### src/rtl/simd_csr.sv
module simd_csr #(
  parameter bit HAS_DAZ = 1'b1,
  parameter int NEXC = 6
) (
  input  logic            clk,
  input  logic            rst_n,
  input  logic            wr_en,
  input  logic [31:0]     wr_data,
  output logic [31:0]     rd_data,
  input  logic [NEXC-1:0] exc_evt,
  output logic [31:0]     feat_mask,
  output logic            wr_fault,
  output logic            trap,
  output logic [1:0]      round_mode,
  output logic            flush_zero,
  output logic            daz,
  output logic [NEXC-1:0] exc_mask
);
  localparam int MLO = NEXC + 1;
  localparam logic [31:0] RST_VAL = 32'h0000_1F80;

  logic [31:0] csr_q;
  logic        bad_wr;
  logic [31:0] base;

  assign feat_mask = HAS_DAZ ? 32'h0000_FFFF : 32'h0000_FFBF;
  assign bad_wr    = wr_en && ((wr_data & ~feat_mask) != 32'd0);
  assign base      = (wr_en && !bad_wr) ? wr_data : csr_q;

  always_ff @(posedge clk) begin
    if (!rst_n) begin
      csr_q    <= RST_VAL;
      wr_fault <= 1'b0;
      trap     <= 1'b0;
    end else begin
      csr_q    <= base | {{(32-NEXC){1'b0}}, exc_evt};
      wr_fault <= bad_wr;
      trap     <= |(exc_evt & ~csr_q[MLO +: NEXC]);
    end
  end

  assign rd_data    = csr_q;
  assign round_mode = csr_q[14:13];
  assign flush_zero = csr_q[15];
  assign daz        = csr_q[6];
  assign exc_mask   = csr_q[MLO +: NEXC];


  csr_legal_chk: assert property (@(posedge clk) disable iff (!rst_n)
    (csr_q & ~feat_mask) == 32'd0);

  sticky_flag_chk: assert property (@(posedge clk) disable iff (!rst_n)
    !wr_en |=> ((csr_q[NEXC-1:0] & $past(csr_q[NEXC-1:0])) == $past(csr_q[NEXC-1:0])));

  fault_hold_chk: assert property (@(posedge clk) disable iff (!rst_n)
    bad_wr |=> (csr_q[31:NEXC] == $past(csr_q[31:NEXC])) && wr_fault);

  trap_cause_chk: assert property (@(posedge clk) disable iff (!rst_n)
    (exc_evt == '0) |=> !trap);

  idle_hold_chk: assert property (@(posedge clk) disable iff (!rst_n)
    (!wr_en && exc_evt == '0) |=> $stable(csr_q));
endmodule

### config.mk
export PLATFORM = sky130hd
export DESIGN_NAME = simd_csr
export DESIGN_NICKNAME = d
export VERILOG_FILES = /design/src/rtl/simd_csr.sv
export SDC_FILE = /design/constraint.sdc
export NUM_CORES = 1
export LEC_CHECK = 0
export BUFFER_PORTS_ARGS = -buffer_cell sky130_fd_sc_hd__clkbuf_2
export CORE_UTILIZATION = 25
export CTS_BUF_LIST = sky130_fd_sc_hd__clkbuf_16
export CTS_CLUSTER_DIAMETER = 30
export DETAILED_ROUTE_END_ITERATION = 12
export HOLD_SLACK_MARGIN = 0.15
export SLEW_MARGIN = 25
export SYNTH_ARGS = -nofsm -noshare
export SYNTH_HDL_FRONTEND = slang
export SYNTH_SLANG_ARGS = --single-unit
### constraint.sdc
create_clock -name clk -period 1.4 [get_ports clk]
set_clock_uncertainty 0.2 [all_clocks]
set_input_delay 0.07 -clock clk [delete_from_list [all_inputs] [get_ports clk]]
set_output_delay 0.07 -clock clk [all_outputs]
set_load 0.01 [all_outputs]
### Word level (Yosys, flattened, before mapping)

Cells that the tools add are included.

| storage, ports and cells | value |
|---|---|
| register bits after elaboration | 34 |
| latch bits | 0 |
| memory bits (writable) | 0 |
| ROM bits | 0 |
| input port bits | 41 |
| word-level logic and storage cells | 12 |
| memories | 0 |

| operators by class | value |
|---|---|
| $add $sub $neg | 0 |
| multiply operators | 0 |
| divide/modulo/power cells | 0 |
| order comparisons | 0 |
| equality and inequality tests | 0 |
| shifts and indexed selects | 0 |
| multiplexer cells | 1 |
| bitwise logic cells | 3 |
| reduce and logical (&&, ||, !) cells | 5 |

Operator list:

| kind | count |
|---|---|
| two-way mux 32 bit | 1 |
| OR 32 x 6 -> 32 bit | 1 |
| nonzero test 32 bit | 1 |
| bitwise AND 6 bit | 1 |
| NOT 6 bit | 1 |
| OR reduction 6 bit | 1 |
| logical AND 1 bit | 2 |
| logical NOT 1 bit | 1 |

### Logic depth before layout (Yosys ltp)

| depth | value |
|---|---|
| depth in word-level cells | 6 |
| mapped depth | 6 |
| mapped depth without buffers | 4 |

### Worst setup path before layout

OpenSTA, ideal clock, no wires.

| path | value |
|---|---|
| kind | input -> register |
| start point | in wr_data[29] |
| end point | reg csr_q[16] (netlist: rd_data[16]) |
| library setup time | 116 ps |
| data arrival time | 1067 ps |
| data required time | 1084 ps |
| slack | 18 ps |
| stages | 6 |
| path buffers | 2 |
| cell sequence | nor4_1 > and4_1 > buf_6 > nand2_4 > buf_6 > and3_1 |

| on the way | value |
|---|---|
| word-level cells in the longest chain between the ends | 6 |

Ends and longest elaborated chain:

| item | RTL line | text |
|---|---|---|
| from (decl) | 8 | `input logic [31:0] wr_data,` |
| nonzero test 32 bit | 27 | `assign bad_wr = wr_en && ((wr_data & ~feat_mask) != 32'd0);` |
| logical AND 1 bit | 27 |  |
| logical NOT 1 bit | 28 | `assign base = (wr_en && !bad_wr) ? wr_data : csr_q;` |
| logical AND 1 bit | 28 |  |
| two-way mux 32 bit | 28 |  |
| OR 32 x 6 -> 32 bit | 36 | `csr_q <= base \| {{(32-NEXC){1'b0}}, exc_evt};` |
| to (signal assigned) | 36 |  |
| to (decl) | 22 | `logic [31:0] csr_q;` |

No other way between the ends.
A chain may end at the register's enable or synchronous reset.

### Worst setup path after layout

| path | value |
|---|---|
| start point | in wr_data[17] |
| end point | reg csr_q[25] (netlist: rd_data[25]) |

Same word-level chain as after synthesis.

==> impl_metrics.py <==
metrics = {
    "outcome": {
        "status": "finished clean",
    },
    "drt": {
        "via_per_inst": 4.150,
        "drt_iter0_markers": 70,
        "firstDrtPassIters": 4,
        "vias": 1440,
        "finalWirelength_um": 4083,
        "drtAntennaViolNets": 0,
        "wl_per_cell_um": 11.77,
        "drc": 0,
    },
    "sta": {
        "finalWorstSetupSlack_ns": 0.09124,
        "hold_viol_final": 0,
        "timing.fmax_mhz": 764.1,
        "rsz0062_at_grt": "false",
        "fin_crit_sh_pct": 93.48,
        "setup_viol": 0,
        "maxSlewViolCount": 0,
        "period_minus_slack_ns": 1.309,
        "hold_ws_ns": 0.1646,
    },
    "job": {
        "cap_violations": 0,
    },
    "grt": {
        "grt_pass1_wl_um": 5837,
        "grt_max_degree": 23,
        "grtUsageTotal_pct": 12.05,
        "grt_pass1_vias": 1302,
        "gr-total-overflow": 0,
        "antenna_found_initial": 0,
    },
    "floorplan": {
        "io_pins": 117,
        "std_cell_rows": 28,
        "die_h_um": 80.37,
        "fp.dieW_um": 80.37,
        "fp.dieArea_um2": 6459,
        "start_util_pct": 25.93,
        "core_area_um2": 5921,
    },
    "synthesis": {
        "yosys-top-cells-area": "dfxtp_1, buf_4, and3_1",
        "ys_seq_area_share_pct": 44.34,
        "synth_edf_count": 0,
        "ys_types": 21,
        "syn_inst": 171,
        "yosys-top-cells-count": "buf_4, dfxtp_1, and3_1, nand3_1, o21ai_0",
        "synth_area_um2": 1535,
        "yosysMostFrequentCell": "buf_4",
        "ys_seq_elements": 34,
        "synth_top_area_share_pct": 44.34,
        "synthArstFlopShare_pct": 0,
        "synth_top_cell_by_area": "dfxtp_1",
        "avgSynthCellArea_um2": 8.978,
        "synth_ff_type": "dfxtp_1",
        "yosys_warnings": 0,
    },
    "setup_path": {
        "crit_chain": "clkbuf_2 > nor4_1 > and4_1 > buf_12 > nand2_4 > and3_1",
        "path_max_fanout": 16,
        "worstPathRequired_ns": 1.36,
        "start_kind": "primary input",
        "slowest_stage": "nor4_1",
        "r2r_cells": 3,
        "end_kind": "flop",
        "timing.rr.start": "rd_data[12]$_SDFFE_PN1N_",
        "critPathBufInv": 2,
        "r2r_end": "trap$_SDFF_PN0_",
        "reg2reg_slack_ns": 0.22,
        "worstPathArrival_ns": 1.27,
        "crit_type": "primary input to flop",
        "max_stage_delay_ns": 0.37,
        "cpLargestDelayFamily": "simple AND/OR/NAND/NOR gates",
    },
    "clock_tree": {
        "post_cts_buffers": 0,
        "clk_latency_ns": 0.27,
        "cts-buffers-inserted": 5,
        "clock-sinks": 34,
        "cts-htree-levels": 2,
        "cts-root-buf": "clkbuf_16",
        "cts_tree": "yes",
        "clk_pin_slew_ns": 0.05,
        "clock_path_buffers": 2,
        "postCtsResizedCells": 0,
    },
    "pwr": {
        "ir_drop_uv": 517.7,
        "p_per_area_nw_per_um2": 1009,
        "leakagePower_nw": 1.148,
        "total_power_mw": 2.252,
    },
    "final_layout": {
        "final_area_um2": 2231,
        "drive_gt1_share_pct": 36.40,
        "area_growth_syn_to_layout_pct": 45.31,
        "antenna_cells": 0,
        "nets": 312,
        "fin_cells": 347,
    },
    "hold_path": {
        "hp-start": "wr_data[28]",
        "worstHoldPathCells": 6,
        "hold_class": "primary input to flop",
        "min_to": "rd_data[10]$_SDFFE_PN1N_",
    },
    "placement": {
        "gp_congestion": 0.7266,
        "port_buffers": 84,
        "dp.cells": 314,
        "pre_cts_slack_ns": -0.1792,
        "dpl_cell_area_um2": 1839,
        "place.detailed.hpwl_um": 2876,
    },
}
## worst register-to-register path, cell delays in order, from the launching register on
cell and delay (ns):
dfxtp_1 0.39, inv_1 0.06, a221oi_1 0.28, a31oi_1 0.12
## cells in the final DEF, fill, tap and decap left out, drive strengths merged
cell | Yosys | layout
a31oi | 7 | 7
o22ai | 1 | 1
conb | 2 | 32
a21oi | 10 | 10
nand3 | 16 | 16
clkbuf | 5 | 89
nand2 | 1 | 1
clkinv | 0 | 2
o21ai | 16 | 16
dfxtp | 34 | 34
dlygate4sd3 | 0 | 25
buf | 47 | 6
nor3 | 1 | 1
nand4 | 1 | 1
clkinvlp | 0 | 1
a221oi | 1 | 1
nor4 | 4 | 4
and4 | 1 | 1
nand2b | 2 | 2
and3 | 16 | 16
inv | 6 | 6
## flip-flops by register name, indices dropped and copies added, names as in the netlist
signal,count
rd_data,32
trap,1
wr_fault,1
## routing by layer
layer / vias up / global-route usage [%] / routed length, um
met5: - / 0 / 0
met1: 657 / 13.42 / 1648
li1: 713 / - / -
met3: 8 / 4.886 / 305
met4: 0 / 8.750 / 93
met2: 62 / 18.39 / 2036
## cell type report
type | count | area (um^2)
flip-flops and latches | 34 | 680.7
clock inverters | 3 | 16.27
inverters | 6 | 22.52
multi-input cells | 109 | 564.3
clock buffers | 5 | 125.1
well taps | 75 | 93.84
fillers | 607 | 3690
repair buffers | 115 | 728.2
## logic make-up (layout without fill, tap and decap cells)
kind of cell / after synthesis / count (layout) / share of synthesized area, %
buffers and inverters: 58 / 129 / 26.24
AOI/OAI and AO/OA: 35 / 35 / 12.31
and+or+nand+nor: 42 / 42 / 16.63
other: 2 / 32 / 0.4892
DFF: 34 / 34 / 44.34
## stage by stage
stage          setup TNS (ns)  util, %
4_1_cts                     0    37.68
3_3_place_gp           -3.178    31.07
6_report                    0    37.68
3_5_place_dp           -4.259    31.07
2_1_floorplan               0        -
5_1_grt                     0    37.68
## power breakdown
| part | internal (mW) | switching [mW] |
|---|---|---|
| registers | 0.982 | 0.00667 |
| clock network | 0.648 | 0.382 |
| logic | 0.110 | 0.123 |
| total | 1.74 | 0.512 |
## timing repair
action,4_1_cts,5_1_grt
setup endpoints to repair,0,0
hold buffers,25,0
hold endpoints to repair,34,0
## worst max path at each step
stage / from / to / slack, ns / cells after the start
after floorplan: wr_data[29] / rd_data[16]$_SDFFE_PN0N_ / 0.02 / 6
after global placement: wr_data[17] / rd_data[22]$_SDFFE_PN0N_ / -0.14 / 6
after detailed placement: wr_data[17] / rd_data[16]$_SDFFE_PN0N_ / -0.18 / 6
after CTS: wr_data[17] / rd_data[25]$_SDFFE_PN0N_ / 0.10 / 6
after global routing: wr_data[17] / rd_data[21]$_SDFFE_PN0N_ / 0.01 / 6
final: wr_data[17] / rd_data[25]$_SDFFE_PN0N_ / 0.09 / 6
Power figures use the tool's default switching activity.
